==> config.mk <==
export PLATFORM = sky130hd
export DESIGN_NAME = rot_mask_unit
export DESIGN_NICKNAME = d
export VERILOG_FILES = /design/src/rtl/fx_pkg.sv /design/src/rtl/fx_amtsel.sv /design/src/rtl/fx_rotl.sv /design/src/rtl/fx_mask.sv /design/src/rtl/rot_mask_unit.sv
export SDC_FILE = /design/constraint.sdc
export NUM_CORES = 1
export LEC_CHECK = 0
export BUFFER_PORTS_ARGS = -buffer_cell sky130_fd_sc_hd__buf_2
export CAP_MARGIN = 30
export CORE_ASPECT_RATIO = 1.5
export CORE_UTILIZATION = 48
export CTS_BUF_LIST = sky130_fd_sc_hd__clkbuf_8
export CTS_CLUSTER_DIAMETER = 40
export DETAILED_ROUTE_END_ITERATION = 16
export PLACE_DENSITY = 0.79
export SYNTH_ARGS = -nofsm -noshare
export SYNTH_HDL_FRONTEND = slang
export SYNTH_SLANG_ARGS = --single-unit
export TNS_END_PERCENT = 5
==> constraint.sdc <==
create_clock -name clk -period 4.5 [get_ports clk]
set_input_delay 0.225 -clock clk [delete_from_list [all_inputs] [get_ports clk]]
set_output_delay 0.225 -clock clk [all_outputs]
set_load 0.05 [all_outputs]
==> src/rtl/fx_pkg.sv <==
package fx_pkg;

    // Number of rotate-amount bits taken over by the byte-stream counter
    localparam int FX_LC_W = 2;

    // Source of the mask's right edge
    typedef enum logic {
        EDGE_ZERO = 1'b0,
        EDGE_ROT  = 1'b1
    } edge_sel_e;

endpackage

==> src/rtl/fx_amtsel.sv <==
module fx_amtsel #(
    parameter int AW  = 5,
    parameter int LCW = 2
) (
    input  logic [AW-1:0]  rot_amt,
    input  logic           zero_rot,
    input  logic           byte_mode,
    input  logic [LCW-1:0] lc_bits,
    output logic [AW-1:0]  eff_amt
);

    localparam int LOW_W = AW - LCW;

    always_comb begin
        if (zero_rot) begin
            eff_amt = '0;
        end else if (byte_mode) begin
            eff_amt = {lc_bits, rot_amt[LOW_W-1:0]};
        end else begin
            eff_amt = rot_amt;
        end
    end

endmodule

==> src/rtl/fx_rotl.sv <==
module fx_rotl #(
    parameter int DW = 32,
    parameter int AW = 5
) (
    input  logic [DW-1:0] din,
    input  logic [AW-1:0] amt,
    output logic [DW-1:0] dout
);

    // stg[s] holds the word after the first s binary stages
    logic [AW:0][DW-1:0] stg;

    assign stg[0] = din;

    for (genvar s = 0; s < AW; s++) begin : g_stage
        localparam int SH = 1 << s;
        for (genvar i = 0; i < DW; i++) begin : g_bit
            localparam int SRC = (i + DW - (SH % DW)) % DW;
            assign stg[s+1][i] = amt[s] ? stg[s][SRC] : stg[s][i];
        end
    end

    assign dout = stg[AW];

endmodule

==> src/rtl/fx_mask.sv <==
module fx_mask #(
    parameter int DW = 32,
    parameter int AW = 5
) (
    input  logic [AW-1:0] right_edge,
    input  logic [AW-1:0] width,
    output logic [DW-1:0] mask
);

    logic [AW-1:0] left_edge;
    logic          wrapped;
    logic [DW-1:0] from_right;   // ones at and above the right edge
    logic [DW-1:0] to_left;      // ones at and below the left edge

    assign left_edge = right_edge + width;
    assign wrapped   = left_edge < right_edge;

    for (genvar i = 0; i < DW; i++) begin : g_bit
        localparam logic [AW-1:0] IDX = AW'(i);
        assign from_right[i] = IDX >= right_edge;
        assign to_left[i]    = (IDX <= left_edge) | wrapped;
        assign mask[i]       = from_right[i] & to_left[i];
    end

endmodule

==> src/rtl/rot_mask_unit.sv <==
module rot_mask_unit
    import fx_pkg::*;
#(
    parameter int DW = 32
) (
    input  logic                       clk,
    input  logic                       rst,
    input  logic [DW-1:0]              m_in,
    input  logic [DW-1:0]              a_in,
    input  logic [$clog2(DW)-1:0]      rot_amt,
    input  logic [$clog2(DW)-1:0]      width,
    input  logic                       zero_rot,
    input  logic                       right_sel,
    input  logic                       byte_mode,
    input  logic [FX_LC_W-1:0]         lc_bits,
    output logic [DW-1:0]              rot_out,
    output logic [DW-1:0]              result_q
);

    localparam int AW = $clog2(DW);

    typedef struct packed {
        logic [DW-1:0] result;
    } fx_state_t;

    fx_state_t     st_d, st_q;
    logic [AW-1:0] eff_amt;
    logic [AW-1:0] right_edge;
    logic [DW-1:0] rot_w;
    logic [DW-1:0] mask_w;

    fx_amtsel #(.AW(AW), .LCW(FX_LC_W)) u_amt (
        .rot_amt   (rot_amt),
        .zero_rot  (zero_rot),
        .byte_mode (byte_mode),
        .lc_bits   (lc_bits),
        .eff_amt   (eff_amt)
    );

    fx_rotl #(.DW(DW), .AW(AW)) u_rot (
        .din  (m_in),
        .amt  (eff_amt),
        .dout (rot_w)
    );

    assign right_edge = (edge_sel_e'(right_sel) == EDGE_ROT) ? eff_amt : '0;

    fx_mask #(.DW(DW), .AW(AW)) u_mask (
        .right_edge (right_edge),
        .width      (width),
        .mask       (mask_w)
    );

    always_comb begin
        st_d        = st_q;
        st_d.result = (rot_w & mask_w) | (a_in & ~mask_w);
    end

    always_ff @(posedge clk) begin
        if (rst) begin
            st_q <= '0;
        end else begin
            st_q <= st_d;
        end
    end

    assign rot_out  = rot_w;
    assign result_q = st_q.result;

endmodule

; ---- Yosys cells after proc, flatten, opt, wreduce, memory -nomap -nowiden
; Index checks and enable logic that the tools add are counted.
[totals]
register_bits = 32
elab_cells = 298
[op_classes]
add_sub_neg = 1
order_cmp = 65
mux = 163
n_bitwise = 68
[ops]
columns = operator, n
row1 = $mux W1, 160
row2 = $ge A5 B5 Y1 const A, 16
row3 = $le A5 B5 Y1 const A, 16
row4 = $and A32 B32 Y32, 2
row5 = $ge A4 B5 Y1 const A, 8
row6 = $le A4 B5 Y1 const A, 8
row7 = $and A1 B1 Y1, 32
row8 = $not A32 Y32, 1
row9 = $or A1 B1 Y1, 32
row10 = $or A32 B32 Y32, 1
row11 = $ge A3 B5 Y1 const A, 4
row12 = $le A3 B5 Y1 const A, 4
row13 = $mux W5, 3
row14 = $ge A1 B5 Y1 const A, 2
row15 = $ge A2 B5 Y1 const A, 2
row16 = $le A1 B5 Y1 const A, 2
row17 = $le A2 B5 Y1 const A, 2
row18 = $add A5 B5 Y5, 1
row19 = $lt A5 B5 Y1, 1

; ---- Longest topological paths before layout
; Gate-level depths: netlist (run 1).
[depth]
ltp_word = 10
ltp_mapped = 21
mapped_depth_nobuf = 16

; ---- Hierarchy
; A second synthesis (run 1) with hierarchy kept.
[unflattened]
hier_cells = 360
area_unflattened_um2 = 4030.1
[modules_own_cells]
columns = module, instances, cells_per_inst, area_each_um2, seq_area_each_um2
row1 = fx_rotl, 1, 116, 1949.4, 0.0
row2 = rot_mask_unit, 1, 104, 1146.1, 640.6
row3 = fx_mask, 1, 133, 888.4, 0.0
row4 = fx_amtsel, 1, 7, 46.3, 0.0

; ---- Least setup slack after synthesis (run 1)
; No wires, ideal clock.
[synth_timing]
path_type = input to register
from = input zero_rot
to = register st_q (netlist bit result_q[5])
setup_ns = 0.128
arrival_ns = 4.116
t_required_ns = 4.372
slack_ns = 0.256
path_stages = 21
n_path_buf = 5
path_cell_list = buf_6 > nor2b_1 > clkbuf_1 > buf_2 > buf_2 > and2_1 > ha_1 > ha_1 > a21oi_1 > o31ai_2 > and3_4 > or2_4 > inv_2 > ha_1 > nand2_1 > nor3b_1 > a311oi_2 > buf_2 > o311ai_2 > mux2i_1 > nor2_1
[synth_via]
elab_chain_cells = 9
elab_cells_between_ends = 43
classes_between = add/sub (1) / order compare (3) / mux (33) / bitwise (6)
[synth_rtl]
columns = item, line
row1 = from (decl), rot_mask_unit.sv:12  ; input logic zero_rot,
row2 = $mux W5 (*), fx_amtsel.sv:15  ; if (zero_rot) begin
row3 = $mux W5, rot_mask_unit.sv:46  ; assign right_edge = (edge_sel_e'(right_sel) == EDGE_ROT) ? eff_amt : '0;
row4 = $add A5 B5 Y5, fx_mask.sv:15  ; assign left_edge = right_edge + width;
row5 = $le A3 B5 Y1 or $lt A5 B5 Y1 (tied branches), "fx_mask.sv:21, fx_mask.sv:16"
row6 = $or A1 B1 Y1, fx_mask.sv:21  ; assign to_left[i] = (IDX <= left_edge) | wrapped;
row7 = $and A1 B1 Y1, fx_mask.sv:22  ; assign mask[i] = from_right[i] & to_left[i];
row8 = $not A32 Y32, rot_mask_unit.sv:56  ; st_d.result = (rot_w & mask_w) | (a_in & ~mask_w);
row9 = $and A32 B32 Y32, rot_mask_unit.sv:56
row10 = $or A32 B32 Y32 (*), rot_mask_unit.sv:56
row11 = to (signal assigned), rot_mask_unit.sv:63  ; st_q <= st_d;
row12 = to (decl), rot_mask_unit.sv:26  ; fx_state_t st_d, st_q;
; Every way passes the cells marked *; elsewhere a longest branch is shown, timed or not.
; A chain may end at the register's enable or synchronous reset.

; ---- Worst setup path in the final report (run 1)
[layout_timing]
from = input zero_rot
to = register st_q (netlist bit result_q[9])
[layout_via]
elab_chain_cells = 9
elab_cells_between_ends = 43
classes_between = add/sub (1) / order compare (3) / mux (33) / bitwise (6)
[layout_rtl]
columns = item, line
row1 = $mux W5 (*), fx_amtsel.sv:15
row2 = $mux W5, rot_mask_unit.sv:46
row3 = $add A5 B5 Y5, fx_mask.sv:15
row4 = $le A4 B5 Y1 or $lt A5 B5 Y1 (tied branches), "fx_mask.sv:21, fx_mask.sv:16"
row5 = $or A1 B1 Y1, fx_mask.sv:21
row6 = $and A1 B1 Y1, fx_mask.sv:22
row7 = $not A32 Y32, rot_mask_unit.sv:56
row8 = $and A32 B32 Y32, rot_mask_unit.sv:56
row9 = $or A32 B32 Y32 (*), rot_mask_unit.sv:56
; Marked as above.

==> run summary, run 1 <==
Critical path, cell by cell: buf_2 > nor2b_2 > and2_1 > ha_1 > ha_1 > a21oi_1 > o31ai_2 > and3_4 > or2_4 > inv_2 > ha_1 > nand2_1 > nor3b_1 > a311oi_2 > buf_12 > or3_1 > a31o_1 > a21oi_2
TritonCTS buffer count: 5
Max-slew violation total from the final report: 0
Number of hold-repair buffers added at the cts stage: 0
Unique cell type count in the Yosys netlist: 68
Final count of negative-setup-slack endpoints: 0
Antenna Cells: 0
Average footprint of a synthesized cell: 8.46 um2
Proportion of synthesized flip-flops having asynchronous set or reset: 0%
Commonest cells after routing, fill and taps aside: sky130_fd_sc_hd__buf_2, sky130_fd_sc_hd__nand2_1, sky130_fd_sc_hd__mux2i_1
Total Power Consumption: 1740 uW
Number of remaining DRC errors: 0
Final antenna-violating net count: 0
CTS tree: built
Initial standard-cell utilization of the core: 50.1%
PnR worst setup slack: 535 ps
Num ports: 145
Area enclosed by the die boundary: 9720 um2
Part of the cycle the worst path needs: 88.1%
Fraction of final layout cells with drive strength greater than 1: 34.5%
Max FFs per register: 32
Cell at the root of the clock tree: sky130_fd_sc_hd__clkbuf_8
Routed wirelength normalized by instance count: 21.1 um
Commonest non-fill, non-tap cell in the layout: sky130_fd_sc_hd__buf_2
Outcome: finished, final reports clean
Total global routing overflow: 0
Net Count, Synth: 614
Critical path arrival: 4190 ps
Path type of the worst setup path: input pin to register
Largest net degree at the start of global routing: 39
Yosys Warn Count: 0
Flip-flop cell with the highest count after synthesis: sky130_fd_sc_hd__dfxtp_1
Sequential standard cell area: 641 um2
Post-CTS setup-driven buffer insertion count: 0
Worst slew pin tran: 785 ps
DRC marker count from the first detailed-route iteration: 395
Type of the most critical hold path: input pin to register
CTS sink count: 32
Setup TNS: 0 ps
Synthesis-to-finish area growth: 18.3%
Number of core rows: 42
Register area share after synthesis: 14.3%
Post-synth EDFFs: 0
Crit-path most repeated cell: sky130_fd_sc_hd__ha_1
Area of the core: 8930 um2
Standard cell with the maximum stage delay on the critical path: sky130_fd_sc_hd__or3_1
Post-route minimum period: 3960 ps
Slew Limit Headroom: 47.6%
Total vias in the final route: 4,876
Final Routed Wirelength: 16.0 mm
Max stage delay on crit path: 370 ps
Final-layout fill cell count: 820
Highest clock rate: 252 MHz
Area taken by multi-input logic gates: 3550 um2
Setup repair after global routing missed its margin: false
Deepest level of the CTS H-tree: 2
Worst IR drop on VDD: 219 uV
Via density per instance: 6.42
Data required time at the worst endpoint: 4730 ps
Final GP Congestion: 0.965
Syn Std Cell Area: 4480 um2
Leakage power total: 0.00258 uW
First-pass GRT wire length: 24.4 mm
Final nets: 733
Combined buffer and inverter count along the critical path: 3
Areal power density over the cells: 329 nW/um2
Die boundary height: 120 um
Detailed-routing iteration count for the pre-antenna-repair pass: 6
Cell type group with the largest total delay on the critical path: simple AND/OR/NAND/NOR gates
Flip-flop and latch count after synthesis: 32
Nature of the critical path endpoint: register
Total of buffers placed on input and output ports: 144
Minimum hold slack: 158 ps
Max clock buf depth: 2
Placement-stage worst setup slack: 266 ps
Number of cells produced by synthesis: 529
Clock slew seen by the registers of the worst setup and hold paths: 70 ps
Worst-path fanout max: 18
Max-cap violations: 0
Antenna violations before repair: 0
Detail Placement HPWL: 13.0 mm
Launching element type of the critical path: input pin
PostCTS Resize Cnt: 0
Vias in the first global route: 4,636
Final hold violations: 0
Chip Width: 80.9 um
GR Util All Layers: 33.4%
logic make-up (layout without fill, tap and decap cells):
| logic type | count (synthesis) | after routing | share of synthesized area [%] |
|---|---|---|---|
| simple gates | 220 | 220 | 21.6 |
| mux | 121 | 121 | 39.8 |
| compound gates | 90 | 90 | 13.9 |
| buf+inv | 53 | 173 | 6.54 |
| flops | 32 | 32 | 14.3 |
| xor+xnor | 9 | 9 | 2.71 |
| fa+ha+maj | 4 | 4 | 1.12 |
worst paths after layout:
kind	from	end	slack (ps)	cells after the start
min	a_in[2]	result_q[2]$_SDFF_PP0_	160	3
max	zero_rot	result_q[9]$_SDFF_PP0_	540	18
per-stage QoR:
| stage | utilization (%) | instances | cell area, um2 |
|---|---|---|---|
| after floorplan | - | 529 | 4480 |
| after global placement | 58.0 | 751 | 5180 |
| after detailed placement | 58.0 | 751 | 5180 |
| after CTS | 59.3 | 759 | 5300 |
| after global routing | 59.3 | 759 | 5300 |
| final | 59.3 | 759 | 5300 |
final cells by class:
class / instances / share of cell area (%)
inverters: 8 / 0.567
multi-input cells: 444 / 67.0
clock buffers: 5 / 1.30
well taps: 110 / 2.60
flip-flops and latches: 32 / 12.1
repair buffers: 157 / 15.7
clock inverters: 3 / 0.803
report_power, final:
group | internal, uW | leakage, uW | switching, uW
clock | 164 | 0.0000541 | 121
combinational | 348 | 0.00226 | 774
sequential | 325 | 0.000267 | 11.9
synthesized netlist by cell type (4+ instances only):
| cell type | count | area, um2 |
|---|---|---|
| sky130_fd_sc_hd__nor2_1 | 49 | 184 |
| sky130_fd_sc_hd__ha_1 | 4 | 50.1 |
| sky130_fd_sc_hd__buf_1 | 5 | 18.8 |
| sky130_fd_sc_hd__a31oi_1 | 8 | 50.1 |
| sky130_fd_sc_hd__nand3_1 | 13 | 65.1 |
| sky130_fd_sc_hd__mux4_2 | 39 | 878 |
| sky130_fd_sc_hd__a311oi_1 | 5 | 43.8 |
| sky130_fd_sc_hd__buf_4 | 4 | 30.0 |
| sky130_fd_sc_hd__mux4_1 | 5 | 131 |
| sky130_fd_sc_hd__nor3_1 | 8 | 40.0 |
| sky130_fd_sc_hd__a21oi_1 | 13 | 65.1 |
| sky130_fd_sc_hd__o21ai_0 | 25 | 125 |
| sky130_fd_sc_hd__xnor2_1 | 4 | 35.0 |
| sky130_fd_sc_hd__mux2i_1 | 77 | 771 |
| sky130_fd_sc_hd__a211oi_1 | 5 | 37.5 |
| sky130_fd_sc_hd__inv_1 | 6 | 22.5 |
| sky130_fd_sc_hd__and2_1 | 4 | 25.0 |
| sky130_fd_sc_hd__buf_6 | 6 | 67.6 |
| sky130_fd_sc_hd__buf_2 | 14 | 70.1 |
| sky130_fd_sc_hd__clkbuf_1 | 15 | 56.3 |
| sky130_fd_sc_hd__nand2_1 | 118 | 443 |
| sky130_fd_sc_hd__dfxtp_1 | 32 | 641 |
| sky130_fd_sc_hd__o22ai_1 | 7 | 43.8 |
| sky130_fd_sc_hd__nand2b_1 | 4 | 25.0 |
routing by layer:
metal  GRT usage [%]  up-vias  wire [um]
li1                -     2197          -
met1            37.4     2311       5580
met2            56.7      293       8140
met3            3.32       75       1040
met4            25.4        0       1280
met5               0        -          0
tightest hold or removal path: stages:
cell,delay (ps)
sky130_fd_sc_hd__buf_2,80
sky130_fd_sc_hd__mux2i_1,50
sky130_fd_sc_hd__nor2_1,70
Note: power is estimated with default switching activity, not from simulation.
==> run 2, diff against run 1 <==
Settings changed: PLACE_DENSITY 0.79 to 0.89.
==> run 2 against run 1 <==
Against the previous run: sequential share of layout area stayed put; via count grew 0.82%; critical endpoint unchanged; count of clock-buffer cells in the layout unchanged; routed wire length grew 0.47%.
==> run summary, run 2 (synthesized netlist as in run 1, its figures left out) <==
Detailed-routing iteration count for the pre-antenna-repair pass: 5 (was 6)
Total global routing overflow: 0 (unchanged)
CTS tree: built (unchanged)
Initial standard-cell utilization of the core: 50.1% (unchanged)
Total vias in the final route: 4,916 (was 4,876)
Total of buffers placed on input and output ports: 144 (unchanged)
PostCTS Resize Cnt: 0 (unchanged)
Area enclosed by the die boundary: 9720 um2 (unchanged)
Outcome: finished, final reports clean (unchanged)
Part of the cycle the worst path needs: 87.9% (was 88.1%)
Setup repair after global routing missed its margin: false (unchanged)
Leakage power total: 0.00258 uW (about the same)
Max clock buf depth: 2 (unchanged)
Max-slew violation total from the final report: 0 (unchanged)
Final hold violations: 0 (unchanged)
DRC marker count from the first detailed-route iteration: 427 (was 395)
Worst IR drop on VDD: 245 uV (was 219 uV)
Data required time at the worst endpoint: 4740 ps (was 4730 ps)
Count of cells along the worst hold path: 3 (unchanged)
Global-route met2 utilization: 58.2% (was 56.7%)
Fin area: 5300 um2 (unchanged)
Detail Placement HPWL: 12.9 mm (was 13.0 mm)
Final Routed Wirelength: 16.1 mm (was 16.0 mm)
Grt met3 use: 4.38% (was 3.32%)
Critical path arrival: 4190 ps (about the same)
End of the worst hold path: result_q[30]$_SDFF_PP0_ (was result_q[2]$_SDFF_PP0_)
Final count of negative-setup-slack endpoints: 0 (unchanged)
Highest clock rate: 253 MHz (was 252 MHz)
TritonCTS buffer count: 5 (unchanged)
Nature of the critical path endpoint: register (unchanged)
Worst-path fanout max: 22 (was 18)
Clock slew seen by the registers of the worst setup and hold paths: 80 ps (was 70 ps)
Post-route minimum period: 3960 ps (about the same)
Number of hold-repair buffers added at the cts stage: 0 (unchanged)
Fraction of final layout cells with drive strength greater than 1: 34.4% (was 34.5%)
GR Util All Layers: 33.7% (was 33.4%)
Beginning of the critical path: zero_rot (unchanged)
Final GP Congestion: 1.01 (was 0.965)
Max FFs per register: 32 (unchanged)
Global routing's busiest layer: met2 (unchanged)
Chip Width: 80.9 um (unchanged)
Areal power density over the cells: 330 nW/um2 (was 329 nW/um2)
Placed Instance Area: 5180 um2 (unchanged)
Critical path, cell by cell: buf_2 > and2b_1 > nand2_1 > xnor2_1 > ha_1 > a21oi_1 > o31ai_2 > and3_4 > or2_4 > inv_2 > ha_1 > nand2_1 > nor3b_1 > a311oi_2 > buf_4 > or3_1 > a31o_1 > a21oi_2 (was buf_2 > nor2b_2 > and2_1 > ha_1 > ha_1 > a21oi_1 > o31ai_2 > and3_4 > or2_4 > inv_2 > ha_1 > nand2_1 > nor3b_1 > a311oi_2 > buf_12 > or3_1 > a31o_1 > a21oi_2)
M1 GR Usage: 35.8% (was 37.4%)
Commonest cells after routing, fill and taps aside: sky130_fd_sc_hd__buf_2, sky130_fd_sc_hd__nand2_1, sky130_fd_sc_hd__mux2i_1 (unchanged)
Type of the most critical hold path: input pin to register (unchanged)
Number of remaining DRC errors: 0 (unchanged)
Via density per instance: 6.49 (was 6.42)
Path type of the worst setup path: input pin to register (unchanged)
Num ports: 145 (unchanged)
Final antenna-violating net count: 0 (unchanged)
Slew Limit Headroom: 32.8% (was 47.6%)
Layout Cells excl Fill: 758 (was 759)
Antenna Cells: 0 (unchanged)
Cell at the root of the clock tree: sky130_fd_sc_hd__clkbuf_8 (unchanged)
Launching element type of the critical path: input pin (unchanged)
Inst Count DP: 750 (was 751)
Max stage delay on crit path: 390 ps (was 370 ps)
Routed wirelength normalized by instance count: 21.3 um (was 21.1 um)
Worst hold start: a_in[30] (was a_in[2])
Number of core rows: 42 (unchanged)
First-pass GRT wire length: 24.7 mm (was 24.4 mm)
Die boundary height: 120 um (unchanged)
Largest net degree at the start of global routing: 39 (unchanged)
Synthesis-to-finish area growth: 18.3% (unchanged)
Standard cell with the maximum stage delay on the critical path: sky130_fd_sc_hd__or3_1 (unchanged)
Worst slew pin tran: 1000 ps (was 785 ps)
Setup TNS: 0 ps (unchanged)
Deepest level of the CTS H-tree: 2 (unchanged)
Commonest non-fill, non-tap cell in the layout: sky130_fd_sc_hd__buf_2 (unchanged)
Max-cap violations: 0 (unchanged)
CTS sink count: 32 (unchanged)
Vias in the first global route: 4,785 (was 4,636)
Final nets: 732 (was 733)
Post-CTS setup-driven buffer insertion count: 0 (unchanged)
Antenna violations before repair: 0 (unchanged)
Area of the core: 8930 um2 (unchanged)
run 2: changes by cell type in the layout (fill, tap and decap cells not counted):
| cell | delta |
|---|---|
| sky130_fd_sc_hd__buf_16 | +1 |
| sky130_fd_sc_hd__buf_12 | -1 |
| sky130_fd_sc_hd__buf_4 | -1 |
run 2: per-layer routing:
| layer | wire length (um) | part of all wire, % |
|---|---|---|
| met3 | 1230 | 7.6 |
| met2 | 8230 | 51 |
| met4 | 1240 | 7.7 |
| met1 | 5420 | 34 |
| met5 | 0 | 0 |
run 2: worst max-delay path: cells and delay by family:
kind	cells	cell delay [ps]
AO/OA/AOI/OAI	5	880
buffers and inverters	3	540
XOR/XNOR	1	190
AND/OR/NAND/NOR	7	1760
adder cells (fa/ha/maj)	2	590
run 2: stage by stage:
step | hold slack [ps] | setup slack (ps) | utilization [%] | total power (uW)
floorplan | 367 | 256 | - | 1170
global placement | 456 | 484 | 57.7 | 1420
detailed placement | 464 | 272 | 58.0 | 1450
CTS | 164 | 581 | 59.3 | 1730
global route | 173 | 337 | 59.3 | 1820
finish | 166 | 544 | 59.3 | 1750
run 2: how the worst max path moves through the flow:
| stage | endpoint | cells after the start |
|---|---|---|
| 2_1_floorplan | result_q[5]$_SDFF_PP0_ | 21 |
| 4_1_cts | result_q[9]$_SDFF_PP0_ | 18 |
| 5_1_grt | result_q[9]$_SDFF_PP0_ | 18 |
| 3_5_place_dp | result_q[9]$_SDFF_PP0_ | 18 |
| 6_report | result_q[9]$_SDFF_PP0_ | 18 |
| 3_3_place_gp | result_q[14]$_SDFF_PP0_ | 18 |
run 2: power by group:
part	internal, uW	total, uW	switching [uW]	leakage (uW)
Combinational	344	1120	776	0.00226
Clock	164	288	124	0.0000541
Sequential	325	337	11.9	0.000267
Total	834	1750	913	0.00258
run 2: final cells by class:
type	count	area, um2
timing repair buffer	156	831
fill	822	3640
clock inverter	3	42.5
clock buffer	5	68.8
multi-input combinational	444	3550
tap	110	138
sequential	32	641
inverter	8	30.0
==> run 3, diff against run 2 <==
Settings changed: ABC_AREA from default to 1, CORE_UTILIZATION 48 to 49, PLACE_DENSITY 0.89 to 0.9.
==> run 3 against run 2 <==
Against the previous run: non-clock buffer count shrank 5; final area grew 1.1%; synthesized area grew 2.2%; die area is essentially flat; sequential share of layout area shrank 0.13 points; sequential cell count is the same; first-iteration DRC count grew 4.4%; combinational power shrank 8%; clock power shrank 6%; final cell count grew 52%; routed wire length shrank 6.1%; critical endpoint is now rot_out[22].
==> run summary, run 3 <==
Area taken by multi-input logic gates: 3290 um2 (was 3550 um2)
First-pass GRT wire length: 23.7 mm (was 24.7 mm)
Most common cell in the netlist: sky130_fd_sc_hd__nand2_1 (unchanged)
Number of core rows: 42 (unchanged)
Final Routed Wirelength: 15.1 mm (was 16.1 mm)
PostCTS Resize Cnt: 0 (unchanged)
Antenna Cells: 0 (unchanged)
Sequential standard cell area: 641 um2 (unchanged)
Nature of the critical path endpoint: primary output (was register)
Chip Width: 80.9 um (about the same)
Max-cap violations: 0 (unchanged)
Total global routing overflow: 0 (unchanged)
Grt met3 use: 3.02% (was 4.38%)
Final hold violations: 0 (unchanged)
GR Util All Layers: 31.0% (was 33.7%)
Commonest non-fill, non-tap cell in the layout: sky130_fd_sc_hd__nand2_1 (was sky130_fd_sc_hd__buf_2)
Setup TNS: 0 ps (unchanged)
Antenna violations before repair: 0 (unchanged)
Standard cell with the maximum stage delay on the critical path: sky130_fd_sc_hd__inv_1 (was sky130_fd_sc_hd__or3_1)
Post-synth EDFFs: 0 (unchanged)
Flip-flop cell with the highest count after synthesis: sky130_fd_sc_hd__dfxtp_1 (unchanged)
Areal power density over the cells: 306 nW/um2 (was 330 nW/um2)
Number of hold-repair buffers added at the cts stage: 0 (unchanged)
Part of the total power dissipated in sequential elements: 20.6% (was 19.3%)
Proportion of synthesized flip-flops having asynchronous set or reset: 0% (unchanged)
Leakage power total: 0.00312 uW (was 0.00258 uW)
Post-route minimum period: 3210 ps (was 3960 ps)
Critical path arrival: 2980 ps (was 4190 ps)
Net switching power of the design: 894 uW (was 913 uW)
Max clock buf depth: 2 (unchanged)
DRC marker count from the first detailed-route iteration: 446 (was 427)
Highest clock rate: 312 MHz (was 253 MHz)
Largest net degree at the start of global routing: 129 (was 39)
Path type of the worst setup path: input pin to primary output (was input pin to register)
Max FFs per register: 32 (unchanged)
Cell type group with the largest total delay on the critical path: buffers and inverters (was simple AND/OR/NAND/NOR gates)
Part of the cycle the worst path needs: 71.3% (was 87.9%)
Initial standard-cell utilization of the core: 51.2% (was 50.1%)
Global routing's busiest layer: met2 (unchanged)
Minimum hold slack: 133 ps (was 166 ps)
Yosys Warn Count: 0 (unchanged)
Final count of negative-setup-slack endpoints: 0 (unchanged)
Type of the most critical hold path: input pin to register (unchanged)
Die boundary height: 120 um (about the same)
Number of cells produced by synthesis: 936 (was 529)
Final antenna-violating net count: 0 (unchanged)
Num ports: 145 (unchanged)
Number of remaining DRC errors: 0 (unchanged)
Cell taking the most area after synthesis: sky130_fd_sc_hd__nand2_1 (was sky130_fd_sc_hd__mux4_2)
Via density per instance: 5.50 (was 6.49)
CTS tree: built (unchanged)
Data required time at the worst endpoint: 4280 ps (was 4740 ps)
Final-layout fill cell count: 959 (was 822)
Most frequent cells after synthesis: sky130_fd_sc_hd__nand2_1, sky130_fd_sc_hd__o21ai_0, sky130_fd_sc_hd__inv_1 (was sky130_fd_sc_hd__nand2_1, sky130_fd_sc_hd__mux2i_1, sky130_fd_sc_hd__nor2_1)
Global-route met2 utilization: 54.0% (was 58.2%)
Int Power: 742 uW (was 834 uW)
Area enclosed by the die boundary: 9730 um2 (was 9720 um2)
Clk pwr share: 16.5% (about the same)
Syn Std Cell Area: 4570 um2 (was 4480 um2)
Detail Placement HPWL: 12.4 mm (was 12.9 mm)
Total vias in the final route: 6,329 (was 4,916)
Flip-flop and latch count after synthesis: 32 (unchanged)
Worst slew pin tran: 960 ps (was 1000 ps)
Routed wirelength normalized by instance count: 13.1 um (was 21.3 um)
Commonest cells after routing, fill and taps aside: sky130_fd_sc_hd__nand2_1, sky130_fd_sc_hd__o21ai_0, sky130_fd_sc_hd__buf_2 (was sky130_fd_sc_hd__buf_2, sky130_fd_sc_hd__nand2_1, sky130_fd_sc_hd__mux2i_1)
Deepest level of the CTS H-tree: 2 (unchanged)
Vias in the first global route: 5,257 (was 4,785)
M1 GR Usage: 34.7% (was 35.8%)
Setup repair after global routing missed its margin: false (unchanged)
Area share of the largest cell type after synthesis: 30.2% (was 19.6%)
Max-slew violation total from the final report: 0 (unchanged)
Combined buffer and inverter count along the critical path: 6 (was 3)
Worst-path fanout max: 49 (was 22)
Register area share after synthesis: 14.0% (was 14.3%)
Area of the core: 8930 um2 (unchanged)
Net Count, Synth: 1,021 (was 614)
Final nets: 1,125 (was 732)
Final cell utilization of the core: 59.9% (was 59.3%)
Fraction of power spent switching nets: 54.6% (was 52.3%)
Cell types occupying the most area after synthesis: sky130_fd_sc_hd__nand2_1, sky130_fd_sc_hd__o21ai_0, sky130_fd_sc_hd__dfxtp_1, sky130_fd_sc_hd__inv_1, sky130_fd_sc_hd__nand3_1 (was sky130_fd_sc_hd__mux4_2, sky130_fd_sc_hd__mux2i_1, sky130_fd_sc_hd__dfxtp_1, sky130_fd_sc_hd__nand2_1, sky130_fd_sc_hd__nor2_1)
Total of buffers placed on input and output ports: 144 (unchanged)
Synthesis-to-finish area growth: 17.1% (was 18.3%)
Slew Limit Headroom: 35.9% (was 32.8%)
Worst IR drop on VDD: 434 uV (was 245 uV)
Unique cell type count in the Yosys netlist: 27 (was 68)
Fraction of final layout cells with drive strength greater than 1: 16.2% (was 34.4%)
Relative contribution of combinational cells to total power: 62.9% (was 64.2%)
Clock slew seen by the registers of the worst setup and hold paths: 60 ps (was 80 ps)
Cell at the root of the clock tree: sky130_fd_sc_hd__clkbuf_8 (unchanged)
Critical path, cell by cell: buf_2 > inv_2 > nand2_1 > buf_4 > inv_1 > o21ai_0 > o21ai_0 > o21ai_0 > nand2_1 > nand2_1 > inv_1 > buf_2 (was buf_2 > and2b_1 > nand2_1 > xnor2_1 > ha_1 > a21oi_1 > o31ai_2 > and3_4 > or2_4 > inv_2 > ha_1 > nand2_1 > nor3b_1 > a311oi_2 > buf_4 > or3_1 > a31o_1 > a21oi_2)
Max stage delay on crit path: 750 ps (was 390 ps)
Outcome: finished, final reports clean (unchanged)
Final GP Congestion: 0.995 (was 1.01)
Detailed-routing iteration count for the pre-antenna-repair pass: 6 (was 5)
Post-CTS setup-driven buffer insertion count: 0 (unchanged)
TritonCTS buffer count: 5 (unchanged)
CTS sink count: 32 (unchanged)
Average footprint of a synthesized cell: 4.89 um2 (was 8.46 um2)
Launching element type of the critical path: input pin (unchanged)
-- run 3: cell count changes after synthesis, moves of 8 or more --
| cell | delta |
|---|---|
| sky130_fd_sc_hd__mux2i_1 | -75 |
| sky130_fd_sc_hd__o211ai_1 | +8 |
| sky130_fd_sc_hd__o21ai_0 | +129 |
| sky130_fd_sc_hd__clkbuf_1 | +13 |
| sky130_fd_sc_hd__nand2_1 | +250 |
| sky130_fd_sc_hd__inv_1 | +98 |
| sky130_fd_sc_hd__a21oi_1 | +31 |
| sky130_fd_sc_hd__o21ai_1 | +9 |
| sky130_fd_sc_hd__mux4_2 | -39 |
| sky130_fd_sc_hd__nand3_1 | +62 |
-- run 3: final timing paths --
check	slack, ps	from	cells after the start	end
setup / recovery	1290	zero_rot	12	rot_out[22]
hold / removal	130	rst	2	result_q[31]$_SDFF_PP0_
-- run 3: layer usage --
| layer | share of wire (%) | up-vias |
|---|---|---|
| li1 | - | 3204 |
| met1 | 39 | 2748 |
| met2 | 49 | 316 |
| met3 | 7.0 | 61 |
| met4 | 5.5 | 0 |
| met5 | 0 | - |
-- run 3: power groups by stage --
stage	registers, uW	logic (uW)	clock network, uW
floorplan	494	626	0
global placement	343	1000	0
detailed placement	343	1010	0
CTS	337	1020	270
global route	342	1120	281
finish	337	1030	270
-- run 3: layout make-up --
type                       instances  area share, %
sequential                        32           12.0
clock buffer                       5           1.29
tap                              110           2.57
clock inverter                     3          0.724
multi-input combinational        742           61.4
timing repair buffer             151           14.4
inverter                         108           7.57
-- run 3: kinds of logic (layout without fill, tap and decap cells) --
| group | count (synthesis) | after routing | synth area share [%] |
|---|---|---|---|
| buffers and inverters | 162 | 267 | 14.1 |
| AO/OA/AOI/OAI | 224 | 224 | 25.3 |
| AND/OR/NAND/NOR | 512 | 512 | 45.1 |
| adder cells (fa/ha/maj) | 4 | 4 | 1.09 |
| multiplexers | 2 | 2 | 0.438 |
| flip-flops | 32 | 32 | 14.0 |
-- run 3: per-stage QoR --
stage          worst slack, ps  total power [uW]  instance area (um2)  instances
2_1_floorplan             1750              1120                 4570        936
3_3_place_gp              1370              1340                 5250       1143
3_5_place_dp              1280              1360                 5250       1143
4_1_cts                   1390              1630                 5360       1151
5_1_grt                   1090              1750                 5360       1151
6_report                  1290              1640                 5360       1151
